<file path="src/rtl/dma_stall_pkg.sv">
// Shared types for the DMA stall arbiter: landing-cycle kinds and the
// stall length each one costs. Assumes stall lengths never exceed 4.
package dma_stall_pkg;

    localparam int LEN_W = 3;
    typedef logic [LEN_W-1:0] len_t;

    typedef enum logic [2:0] {
        LAND_READ     = 3'd0,
        LAND_WRITE    = 3'd1,
        LAND_TRIG     = 3'd2,
        LAND_SPR_BODY = 3'd3,
        LAND_SPR_M3   = 3'd4,
        LAND_SPR_M2   = 3'd5,
        LAND_SPR_M1   = 3'd6
    } land_e;

    // Map a landing kind to the number of stolen CPU cycles.
    function automatic len_t land_len(land_e kind);
        case (kind)
            LAND_READ:     return len_t'(4);
            LAND_WRITE:    return len_t'(3);
            LAND_TRIG:     return len_t'(2);
            LAND_SPR_BODY: return len_t'(2);
            LAND_SPR_M3:   return len_t'(1);
            LAND_SPR_M2:   return len_t'(2);
            LAND_SPR_M1:   return len_t'(3);
            default:       return len_t'(4);
        endcase
    endfunction

endpackage

</file>
<file path="src/rtl/dma_stall_classify.sv">
// Combinational classifier: decides which kind of bus cycle a DMA request
// lands on and returns the resulting stall length.
// Assumes spr_left_i counts the current sprite-DMA cycle (1 = last).
module dma_stall_classify
    import dma_stall_pkg::*;
#(
    parameter int CNT_W = 9
) (
    input  logic             cpu_wr_i,
    input  logic             trig_wr_i,
    input  logic             spr_active_i,
    input  logic [CNT_W-1:0] spr_left_i,
    output len_t             len_o
);

    land_e kind;

    // Priority decode: sprite DMA, then trigger write, then CPU write.
    always_comb begin
        if (spr_active_i) begin
            if (spr_left_i == CNT_W'(1))      kind = LAND_SPR_M1;
            else if (spr_left_i == CNT_W'(2)) kind = LAND_SPR_M2;
            else if (spr_left_i == CNT_W'(3)) kind = LAND_SPR_M3;
            else                              kind = LAND_SPR_BODY;
        end else if (trig_wr_i) begin
            kind = LAND_TRIG;
        end else if (cpu_wr_i) begin
            kind = LAND_WRITE;
        end else begin
            kind = LAND_READ;
        end
        len_o = land_len(kind);
    end

endmodule

</file>
<file path="src/rtl/dma_stall_queue.sv">
// Small in-order queue of pending stall lengths. A push while full is
// ignored unless an entry leaves in the same cycle. Assumes DEPTH >= 2.
module dma_stall_queue
    import dma_stall_pkg::*;
#(
    parameter int DEPTH = 2
) (
    input  logic clk,
    input  logic rst_n,
    input  logic push_i,
    input  len_t push_len_i,
    input  logic pop_i,
    output len_t head_len_o,
    output logic empty_o
);

    localparam int PTR_W = (DEPTH > 1) ? $clog2(DEPTH) : 1;
    localparam int CW    = $clog2(DEPTH + 1);

    logic [PTR_W-1:0] wr_ptr, rd_ptr;
    logic [CW-1:0]    count;
    len_t             slot [DEPTH];
    logic             full, accept, do_pop;

    assign empty_o    = (count == '0);
    assign full       = (count == CW'(DEPTH));
    assign do_pop     = pop_i && !empty_o;
    assign accept     = push_i && (!full || do_pop);
    assign head_len_o = slot[rd_ptr];

    // One storage register per queue slot.
    for (genvar g = 0; g < DEPTH; g++) begin : g_slot
        always_ff @(posedge clk) begin
            if (!rst_n)                               slot[g] <= '0;
            else if (accept && wr_ptr == PTR_W'(g))   slot[g] <= push_len_i;
        end
    end

    // Pointer and occupancy bookkeeping.
    always_ff @(posedge clk) begin
        if (!rst_n) begin
            wr_ptr <= '0;
            rd_ptr <= '0;
            count  <= '0;
        end else begin
            if (accept) wr_ptr <= (wr_ptr == PTR_W'(DEPTH - 1)) ? '0 : wr_ptr + 1'b1;
            if (do_pop) rd_ptr <= (rd_ptr == PTR_W'(DEPTH - 1)) ? '0 : rd_ptr + 1'b1;
            case ({accept, do_pop})
                2'b10:   count <= count + 1'b1;
                2'b01:   count <= count - 1'b1;
                default: count <= count;
            endcase
        end
    end

    AST_NO_OVERFLOW: assert property (@(posedge clk) disable iff (!rst_n)
        count <= CW'(DEPTH));
    AST_FULL_DROP: assert property (@(posedge clk) disable iff (!rst_n)
        (full && push_i && !pop_i) |=> (count == CW'(DEPTH)));

endmodule

</file>
<file path="src/rtl/dma_stall_timer.sv">
// Stall timer: on start it holds halt high for the loaded number of cycles
// and flags the final one as the fetch cycle. Assumes len >= 1.
module dma_stall_timer
    import dma_stall_pkg::*;
(
    input  logic clk,
    input  logic rst_n,
    input  logic start_i,
    input  len_t start_len_i,
    output logic halt_o,
    output logic fetch_o
);

    len_t remain;

    // Load on start when idle, count down while halting.
    always_ff @(posedge clk) begin
        if (!rst_n) begin
            halt_o <= 1'b0;
            remain <= '0;
        end else if (!halt_o && start_i) begin
            halt_o <= 1'b1;
            remain <= start_len_i;
        end else if (halt_o) begin
            if (remain == len_t'(1)) halt_o <= 1'b0;
            else                     remain <= remain - 1'b1;
        end
    end

    assign fetch_o = halt_o && (remain == len_t'(1));

    AST_START_LEN: assert property (@(posedge clk) disable iff (!rst_n)
        (start_i && !halt_o) |-> (start_len_i >= len_t'(1) && start_len_i <= len_t'(4)));
    AST_FETCH_RELEASE: assert property (@(posedge clk) disable iff (!rst_n)
        fetch_o |=> !halt_o);
    AST_FETCH_SINGLE: assert property (@(posedge clk) disable iff (!rst_n)
        fetch_o |=> !fetch_o);
    AST_FETCH_IN_HALT: assert property (@(posedge clk) disable iff (!rst_n)
        fetch_o |-> halt_o);

endmodule

</file>
<file path="src/rtl/dma_stall_arb.sv">
// DMA stall length arbiter top: classifies each request against the bus
// cycle it lands on, queues requests that arrive while busy, and drives
// the CPU halt and sample-fetch strobe. Assumes one request per cycle.
module dma_stall_arb
    import dma_stall_pkg::*;
#(
    parameter int CNT_W  = 9,
    parameter int QDEPTH = 2
) (
    input  logic             clk,
    input  logic             rst_n,
    input  logic             dma_req_i,
    input  logic             cpu_wr_i,
    input  logic             trig_wr_i,
    input  logic             spr_active_i,
    input  logic [CNT_W-1:0] spr_left_i,
    output logic             cpu_halt_o,
    output logic             fetch_o
);

    len_t req_len, head_len, start_len;
    logic q_empty, q_push, q_pop, start;

    dma_stall_classify #(.CNT_W(CNT_W)) u_classify (
        .cpu_wr_i     (cpu_wr_i),
        .trig_wr_i    (trig_wr_i),
        .spr_active_i (spr_active_i),
        .spr_left_i   (spr_left_i),
        .len_o        (req_len)
    );

    // Steer a request to the timer directly or into the queue.
    always_comb begin
        q_pop     = 1'b0;
        q_push    = 1'b0;
        start     = 1'b0;
        start_len = req_len;
        if (cpu_halt_o) begin
            q_push = dma_req_i;
        end else if (!q_empty) begin
            q_pop     = 1'b1;
            start     = 1'b1;
            start_len = head_len;
            q_push    = dma_req_i;
        end else begin
            start = dma_req_i;
        end
    end

    dma_stall_queue #(.DEPTH(QDEPTH)) u_queue (
        .clk        (clk),
        .rst_n      (rst_n),
        .push_i     (q_push),
        .push_len_i (req_len),
        .pop_i      (q_pop),
        .head_len_o (head_len),
        .empty_o    (q_empty)
    );

    dma_stall_timer u_timer (
        .clk         (clk),
        .rst_n       (rst_n),
        .start_i     (start),
        .start_len_i (start_len),
        .halt_o      (cpu_halt_o),
        .fetch_o     (fetch_o)
    );

    AST_REQ_STARTS: assert property (@(posedge clk) disable iff (!rst_n)
        (dma_req_i && !cpu_halt_o && q_empty) |=> cpu_halt_o);
    AST_QUEUED_AFTER_GAP: assert property (@(posedge clk) disable iff (!rst_n)
        (!cpu_halt_o && !q_empty) |=> cpu_halt_o);

endmodule

</file>
<file path="config.mk">
export PLATFORM = sky130hd
export DESIGN_NAME = dma_stall_arb
export DESIGN_NICKNAME = d
export VERILOG_FILES = /design/src/rtl/dma_stall_pkg.sv /design/src/rtl/dma_stall_classify.sv /design/src/rtl/dma_stall_queue.sv /design/src/rtl/dma_stall_timer.sv /design/src/rtl/dma_stall_arb.sv
export SDC_FILE = /design/constraint.sdc
export NUM_CORES = 1
export LEC_CHECK = 0
export BUFFER_PORTS_ARGS = -buffer_cell sky130_fd_sc_hd__buf_2
export CORE_MARGIN = 2
export CORE_UTILIZATION = 45
export CTS_CLUSTER_DIAMETER = 120
export CTS_CLUSTER_SIZE = 25
export DETAILED_ROUTE_END_ITERATION = 12
export GPL_ROUTABILITY_DRIVEN = 0
export PLACE_DENSITY = 0.68
export REMOVE_ABC_BUFFERS = 1
export SLEW_MARGIN = 40
export SYNTH_ARGS = -nofsm -noshare
export SYNTH_HDL_FRONTEND = slang
export SYNTH_HIERARCHICAL = 1
export SYNTH_SLANG_ARGS = --single-unit
</file>
<file path="constraint.sdc">
create_clock -name clk -period 1.75 [get_ports clk]
set_input_delay 0.175 -clock clk [delete_from_list [all_inputs] [get_ports clk]]
set_output_delay 0.175 -clock clk [all_outputs]
set_load 0.1 [all_outputs]
</file>
-- Word level (Yosys, flattened, before mapping)
Memories as Yosys holds them, arrays and structs flattened. A register that Yosys moved wholly into a read port is not among the register bits.
Cells that the tools add are included.
- memories: 1
- input port bits: 15
- RAM bits: 6
- flip-flop bits (word level): 8
- memory list (memory ; depth ; bits a word ; read ports ; clocked after memory_dff ; write ports ; RTL line ; RTL):
    u_queue.slot ; 2 ; 3 ; 1 ; 1 ; 2 ; dma_stall_queue.sv:22 ; len_t slot [DEPTH];
- bitwise logic cells: 3
- equal/unequal tests: 14
- $add $sub $neg: 5
- muxes and demuxes: 35
- reduce and logical (&&, ||, !) cells: 16
- operators by type and width (operator ; count):
    $mux 3 ; 12
    $mux 1 ; 21
    $eq 9x2->1 const B ; 2
    $eq 3x3->1 const B ; 3
    $eq 9x1->1 const B ; 1
    $pmux 3 s3 ; 1
    $eq 3x1->1 const B ; 2
    $eq 3x2->1 const B ; 2
    $logic_and 1x1->1 ; 6
    $eq 2x2->1 const B ; 2
    $pmux 2 s2 ; 1
    $reduce_bool 2->1 ; 2
    $logic_not 1->1 ; 3
    $reduce_or 3->1 ; 1
    $sub 3x1->3 const B ; 1
    $add 1x1->1 const B ; 2
    $add 2x1->2 const B ; 1
    $eq 2x1->1 const B ; 1
    $logic_not 2->1 ; 1
    $ne 2x1->1 const B ; 1
    $or 1x1->1 ; 2
    $reduce_and 2->1 ; 1
    $reduce_or 2->1 ; 1
    $sub 2x1->2 const B ; 1
    2 further kinds ; 2

-- Logic depth before layout (Yosys ltp)
Gate-level depths: netlist of run 1.
- depth in word-level cells: 11
- mapped depth: 6
- depth with buffers taken out: 6

-- Modules after synthesis
The synthesis of run 1 kept the hierarchy.
- by module, submodules not included (module ; times used ; cells each ; area each (um^2)):
    dma_stall_queue ; 1 ; 47 ; 503.0
    dma_stall_timer ; 1 ; 26 ; 249.0
    dma_stall_arb ; 1 ; 8 ; 73.8
    dma_stall_classify ; 1 ; 6 ; 63.8

-- Worst setup path after synthesis of run 1
OpenSTA, ideal clock, no wires.
- kind: register to register
- start: reg u_timer.halt_o
- end: mem u_queue/slot[0][0] in the netlist's numbering (enable)
- arrival: 1.987 ns
- slack: -0.541 ns
- path buffers: 0
- setup time: 0.304 ns
- data required time: 1.446 ns
- stages on the path, launching flop included: 5
- cell sequence: dfxtp_1 -> inv_1 -> a21oi_1 -> nand3b_1 -> nand2_1
- RTL lines (element ; RTL line ; RTL):
    from (decl) ; dma_stall_timer.sv:10 ; output logic halt_o,
    from (signal assigned) ; dma_stall_timer.sv:19 ; halt_o <= 1'b0;
    from (signal assigned) ; dma_stall_timer.sv:22 ; halt_o <= 1'b1;
    from (signal assigned) ; dma_stall_timer.sv:25 ; if (remain == len_t'(1)) halt_o <= 1'b0;
    to (decl) ; dma_stall_queue.sv:22 ;

==> impl_metrics.tcl, run 1 <==
set metrics [dict create \
    drc_errors 0 \
    row_count 16 \
    numCtsBuffers 3 \
    cts_tree "done" \
    antenna_cells 0 \
    grt_util_met2_pct 26.9 \
    use_met3_pct 2.47 \
    ys.flop_type "dfxtp_1" \
    leakage_nw 0.458 \
    wirelength_mm 1.63 \
    path_clk_slew_ns 0.09 \
    post-route-period-util_pct 92.7 \
    io_buffers 16 \
    drv_slew 0 \
    io_pins 17 \
    hold_violations 0 \
    setup_violations 0 \
    startpoint "u_queue/count[0]$_SDFFE_PN0P_" \
    worstSetupStartpointType "register" \
    clkLatencyLatePin_ns 0.28 \
    grt_max_degree 15 \
    rsz0062_at_grt "false" \
    syn_avg_cell_area_um2 10.2 \
    final_common_cell "buf_2" \
    r2r_slack_ns 0.13 \
    async_flop_share_pct 0 \
    drtAntennaViolNets 0 \
    antenna_found_initial 0 \
    die_area_um2 2350 \
    fin_crit_ns 1.62 \
    area_delta_synth_final_pct 20.0 \
    endpoint_kind "register" \
    grt_usage_pct 16.0 \
    fmax_mhz 616 \
    tightestPinTransition_ns 0.486 \
    yosysSeqAreaShare_pct 40.5 \
    cts_root_buf "clkbuf_4" \
    place_hpwl_mm 1.29 \
    layout_common_cells "buf_2, nor2_1, dfxtp_1" \
    start_util_pct 46.3 \
    powerDensity_nw_per_um2 934 \
    drt_iter0_drc 18 \
    crit_fanout 9 \
    grt_pass1_wl_mm 2.95 \
    worstSetupPathType "register to register" \
    tns_ns 0 \
    final_core_util_pct 55.5 \
    rr_endpoint "u_queue/slot[0][1]$_SDFFCE_PN0P_" \
    die_w_um 48.5 \
    synth_area_um2 890 \
    synth-warning-count 6 \
    required_ns 1.78 \
    ys_types 37 \
    h-tree-depth 1 \
    dr_total_vias 730 \
    cts_setup_buffers 0 \
    core_area_um2 1920 \
    clockBufferDepth 2 \
    grt-ovfl-total 0 \
    grt-busiest-layer "met2" \
    run_status "finished, final reports clean" \
    arrival_ns 1.65 \
    layout.nets 128 \
    drive_gt1_share_pct 33.6 \
    grt_pass1_vias 718 \
    wl_per_cell_um 11.9 \
    fillerInstances 187 \
    slew_headroom_pct 67.8 \
    synth_cells 87 \
    fin_worst_skew_ns 0.00172 \
    regArea_um2 360 \
    cts.sinks 15 \
    crit_path_end "u_queue/slot[0][1]$_SDFFCE_PN0P_" \
    drtPass1Iterations 4 \
    synth.ff_latch_count 15 \
    fp.dieH_um 48.5 \
    rr_startpoint "u_queue/count[0]$_SDFFE_PN0P_" \
    ir_worst_vdd_mv 0.550 \
    drv_cap 0 \
    ff2ff_path_depth 5 \
    avgViaCountPerCell 5.33 \
    multi_input_comb_area_um2 494 \
    synth_edf_count 6 \
    use_met1_pct 19.3 \
    min-delay-path-class "input pin to register" \
    whs_path_depth 2 \
]
==> power breakdown <==
part / switching [W] / leakage [nW] / internal, W
clock: 0.000106 / 0.0177 / 0.0000848
combinational: 0.000205 / 0.303 / 0.000162
sequential: 0.0000275 / 0.137 / 0.000412
total: 0.000338 / 0.458 / 0.000658
==> sequential cells by signal, summed over array words and instances, names as in the netlist, named ones only <==
register and cells:
u_queue/slot 6, u_queue/wr_ptr 1, u_timer/remain 3, u_queue/count 2, u_queue/rd_ptr 1, u_timer/halt_o 1
==> stage by stage <==
step / std cells / hold slack (ns) / setup slack, ns / area (um2) / power [W]
5_1_grt: 137 / 0.250 / 0.0421 / 1070 / 0.00107
2_1_floorplan: 85 / 0.297 / -0.884 / 871 / 0.000708
6_report: 137 / 0.241 / 0.127 / 1070 / 0.000997
3_5_place_dp: 133 / 0.541 / 0.0592 / 1040 / 0.000810
4_1_cts: 137 / 0.238 / 0.0418 / 1060 / 0.00100
3_3_place_gp: 133 / 0.537 / 0.136 / 1040 / 0.000801
==> worst max-delay path, stage by stage, from the launching register on <==
cell and delay, ns:
dfxtp_1 0.32, nor2_2 0.19, nor2_4 0.10, or3b_1 0.41
nand3b_1 0.21, nand2_1 0.14
==> worst min-delay path by stage <==
stage	start	to	slack (ns)
after floorplan	rst_n	register	0.30
after global placement	rst_n	u_timer/remain[0]$_SDFFE_PN0P_	0.54
after detailed placement	rst_n	u_timer/remain[0]$_SDFFE_PN0P_	0.54
after CTS	rst_n	u_queue/count[0]$_SDFFE_PN0P_	0.24
after global routing	rst_n	u_timer/remain[0]$_SDFFE_PN0P_	0.25
final	rst_n	u_queue/count[0]$_SDFFE_PN0P_	0.24
==> repair_timing <==
| item | 4_1_cts | 5_1_grt |
|---|---|---|
| endpoints found under the hold margin | 0 | 0 |
| resized for setup | 0 | 1 |
| hold buffers | 0 | 0 |
| endpoints found under the setup margin | 0 | 6 |
==> synthesized netlist by cell type, types with 2 or more instances <==
cell | count | area [um2]
a21oi_1 | 6 | 30.0
and2_1 | 2 | 12.5
dfxtp_1 | 9 | 180
edfxtp_1 | 6 | 180
ha_1 | 2 | 25.0
inv_1 | 5 | 18.8
mux2_2 | 3 | 33.8
mux2_4 | 3 | 45.0
nand2_1 | 5 | 18.8
nand3b_1 | 2 | 15.0
nor2_1 | 11 | 41.3
nor2b_1 | 4 | 25.0
o211a_1 | 2 | 20.0
o21ai_0 | 4 | 20.0
==> final cells by class <==
| type | instances | share of cell area, % |
|---|---|---|
| tap | 27 | 3.17 |
| clock inverter | 1 | 0.469 |
| sequential | 15 | 33.8 |
| timing repair buffer | 21 | 12.4 |
| clock buffer | 3 | 2.11 |
| multi-input combinational | 65 | 46.3 |
| inverter | 5 | 1.76 |
==> cells by family after synthesis <==
group	share of synthesized area [%]
buffers and inverters	4.22
and+or+nand+nor	25.3
muxes	9.99
DFF	40.5
AOI/OAI and AO/OA	16.2
adders and majority gates	2.81
xor gates and xnor gates	0.985
==> per-layer routing <==
layer	wire, um	part of all wire [%]
met5	0	0
met1	690	42
met3	87	5.3
met4	29	1.8
met2	826	51
No activity file was read; power rests on OpenSTA's default activity.
==> run 2: changes to the inputs <==
GPL_ROUTABILITY_DRIVEN = 1   (was 0)
HOLD_SLACK_MARGIN = 0.02   (was not set)
clock period = 2 ns   (was 1.75 ns; I/O delays follow)
==> impl_metrics.tcl, run 2 (synthesized netlist as in run 1, its figures left out) <==
set metrics [dict create \
    run_status "finished, final reports clean" \
    clkLatencyLatePin_ns 0.28 \
    crit_fanout 12 \
    drt_iter0_drc 16 \
    die_w_um 48.5 \
    drv_cap 0 \
    post_dp_cell_area_um2 992 \
    drc_errors 0 \
    wl_per_cell_um 11.9 \
    io_pins 17 \
    wirelength_mm 1.59 \
    grt-ovfl-total 0 \
    leakage_nw 0.431 \
    required_ns 1.80 \
    slowest_stage "dfxtp_1" \
    worstSetupStartpointType "register" \
    drv_slew 0 \
    row_count 16 \
    drtPass1Iterations 4 \
    cp_cell_sequence "and3b_1, buf_2" \
    core_area_um2 1920 \
    gp_congestion 0.806 \
    arrival_ns 1.66 \
    avgViaCountPerCell 5.24 \
    slew_headroom_pct 67.9 \
    cp.depth 2 \
    clockBufferDepth 2 \
    hold_violations 0 \
    setup_violations 0 \
    post-route-period-util_pct 93.1 \
    grt_max_degree 15 \
    dr_total_vias 697 \
    crit_family "flip-flops" \
    design_area_um2 1020 \
    grt_pass1_wl_mm 2.80 \
    die_area_um2 2350 \
    layout.nets 124 \
    drtAntennaViolNets 0 \
    tns_ns 0 \
    min-delay-path-class "input pin to register" \
    drive_gt1_share_pct 29.2 \
    numCtsBuffers 3 \
    cts_root_buf "clkbuf_4" \
    reg.largest.list "u_queue/slot: 6 flops, u_timer/remain: 3 flops, u_queue/count: 2 flops" \
    start_util_pct 46.3 \
    h-tree-depth 1 \
    antenna_cells 0 \
    area_delta_synth_final_pct 14.5 \
    cts_tree "done" \
    holdBufCountCts 0 \
    fin_crit_ns 1.86 \
    max_flop_register "u_queue/slot" \
    place_hpwl_mm 1.22 \
    cts_setup_buffers 0 \
    fmax_mhz 537 \
    hp-start "rst_n" \
    slowest_delay_ns 0.57 \
    crit_buf_inv 1 \
    ir_worst_vdd_mv 0.525 \
    layout_common_cells "buf_2, nor2_1, dfxtp_1" \
    cts.sinks 15 \
    whs_path_depth 2 \
    grt_pass1_vias 677 \
    fp.dieH_um 48.5 \
    worstSetupPathType "register to output pin" \
    antenna_found_initial 0 \
    fin_worst_skew_ns 0.00440 \
    ff2ff_path_depth 5 \
    io_buffers 16 \
    endpoint_kind "output pin" \
    rsz0062_at_grt "false" \
    largest_reg_flops 6 \
    powerDensity_nw_per_um2 837 \
    startpoint "u_timer/halt_o$_SDFF_PN0_" \
    path_clk_slew_ns 0.08 \
    fillerInstances 183 \
    grt_usage_pct 15.4 \
    cts_resized 0 \
    final_common_cell "buf_2" \
    tightestPinTransition_ns 0.485 \
    rr_startpoint "u_queue/count[0]$_SDFFE_PN0P_" \
]
==> run 2: cell types whose count changed in the layout (fill, tap and decap cells not counted) <==
cell	before	now
clkbuf_1	0	1
nor2_1	10	11
buf_12	1	0
nor2_2	1	0
clkinv_2	1	0
buf_4	5	1
buf_2	15	16
==> run 2: path summary, 6_finish.rpt <==
| kind | slack [ns] | endpoint |
|---|---|---|
| worst max-delay path | 0.14 | fetch_o |
| worst min-delay path | 0.27 | u_timer/remain[0]$_SDFFE_PN0P_ |
| worst min register to register | 0.56 | u_timer/remain[2]$_SDFFE_PN0P_ |
| worst max register to register | 0.21 | u_queue/slot[0][1]$_SDFFCE_PN0P_ |
==> run 2: through the flow <==
stage	util, %	std cells	power, W	hold slack (ns)	setup slack [ns]
after floorplan	-	85	0.000620	0.322	-0.634
after global routing	53.0	133	0.000909	0.266	0.0131
final	53.0	133	0.000852	0.271	0.139
after global placement	51.6	129	0.000681	0.554	0.310
after detailed placement	51.6	129	0.000691	0.548	0.243
after CTS	53.0	133	0.000860	0.265	0.121
==> run 2: routing by layer <==
metal	up-vias	part of all wire (%)	GRT usage (%)
met2	24	47	25.2
met4	0	2.1	8.57
met3	4	5.6	3.40
met5	-	0	0
li1	355	-	-
met1	314	46	18.7
==> run 2: cell type report <==
cell class,count,area (um2),area share (%)
multi-input combinational,65,492,48.3
sequential,15,360,35.4
timing repair buffer,17,87.6,8.60
tap,27,33.8,3.32
clock buffer,4,26.3,2.58
inverter,5,18.8,1.84
==> run 2: power by group <==
| group | switching [W] | internal (W) | leakage [nW] | total (W) |
|---|---|---|---|---|
| sequential | 0.0000352 | 0.000360 | 0.137 | 0.000395 |
| combinational | 0.000165 | 0.000125 | 0.279 | 0.000290 |
| clock | 0.0000898 | 0.0000774 | 0.0150 | 0.000167 |
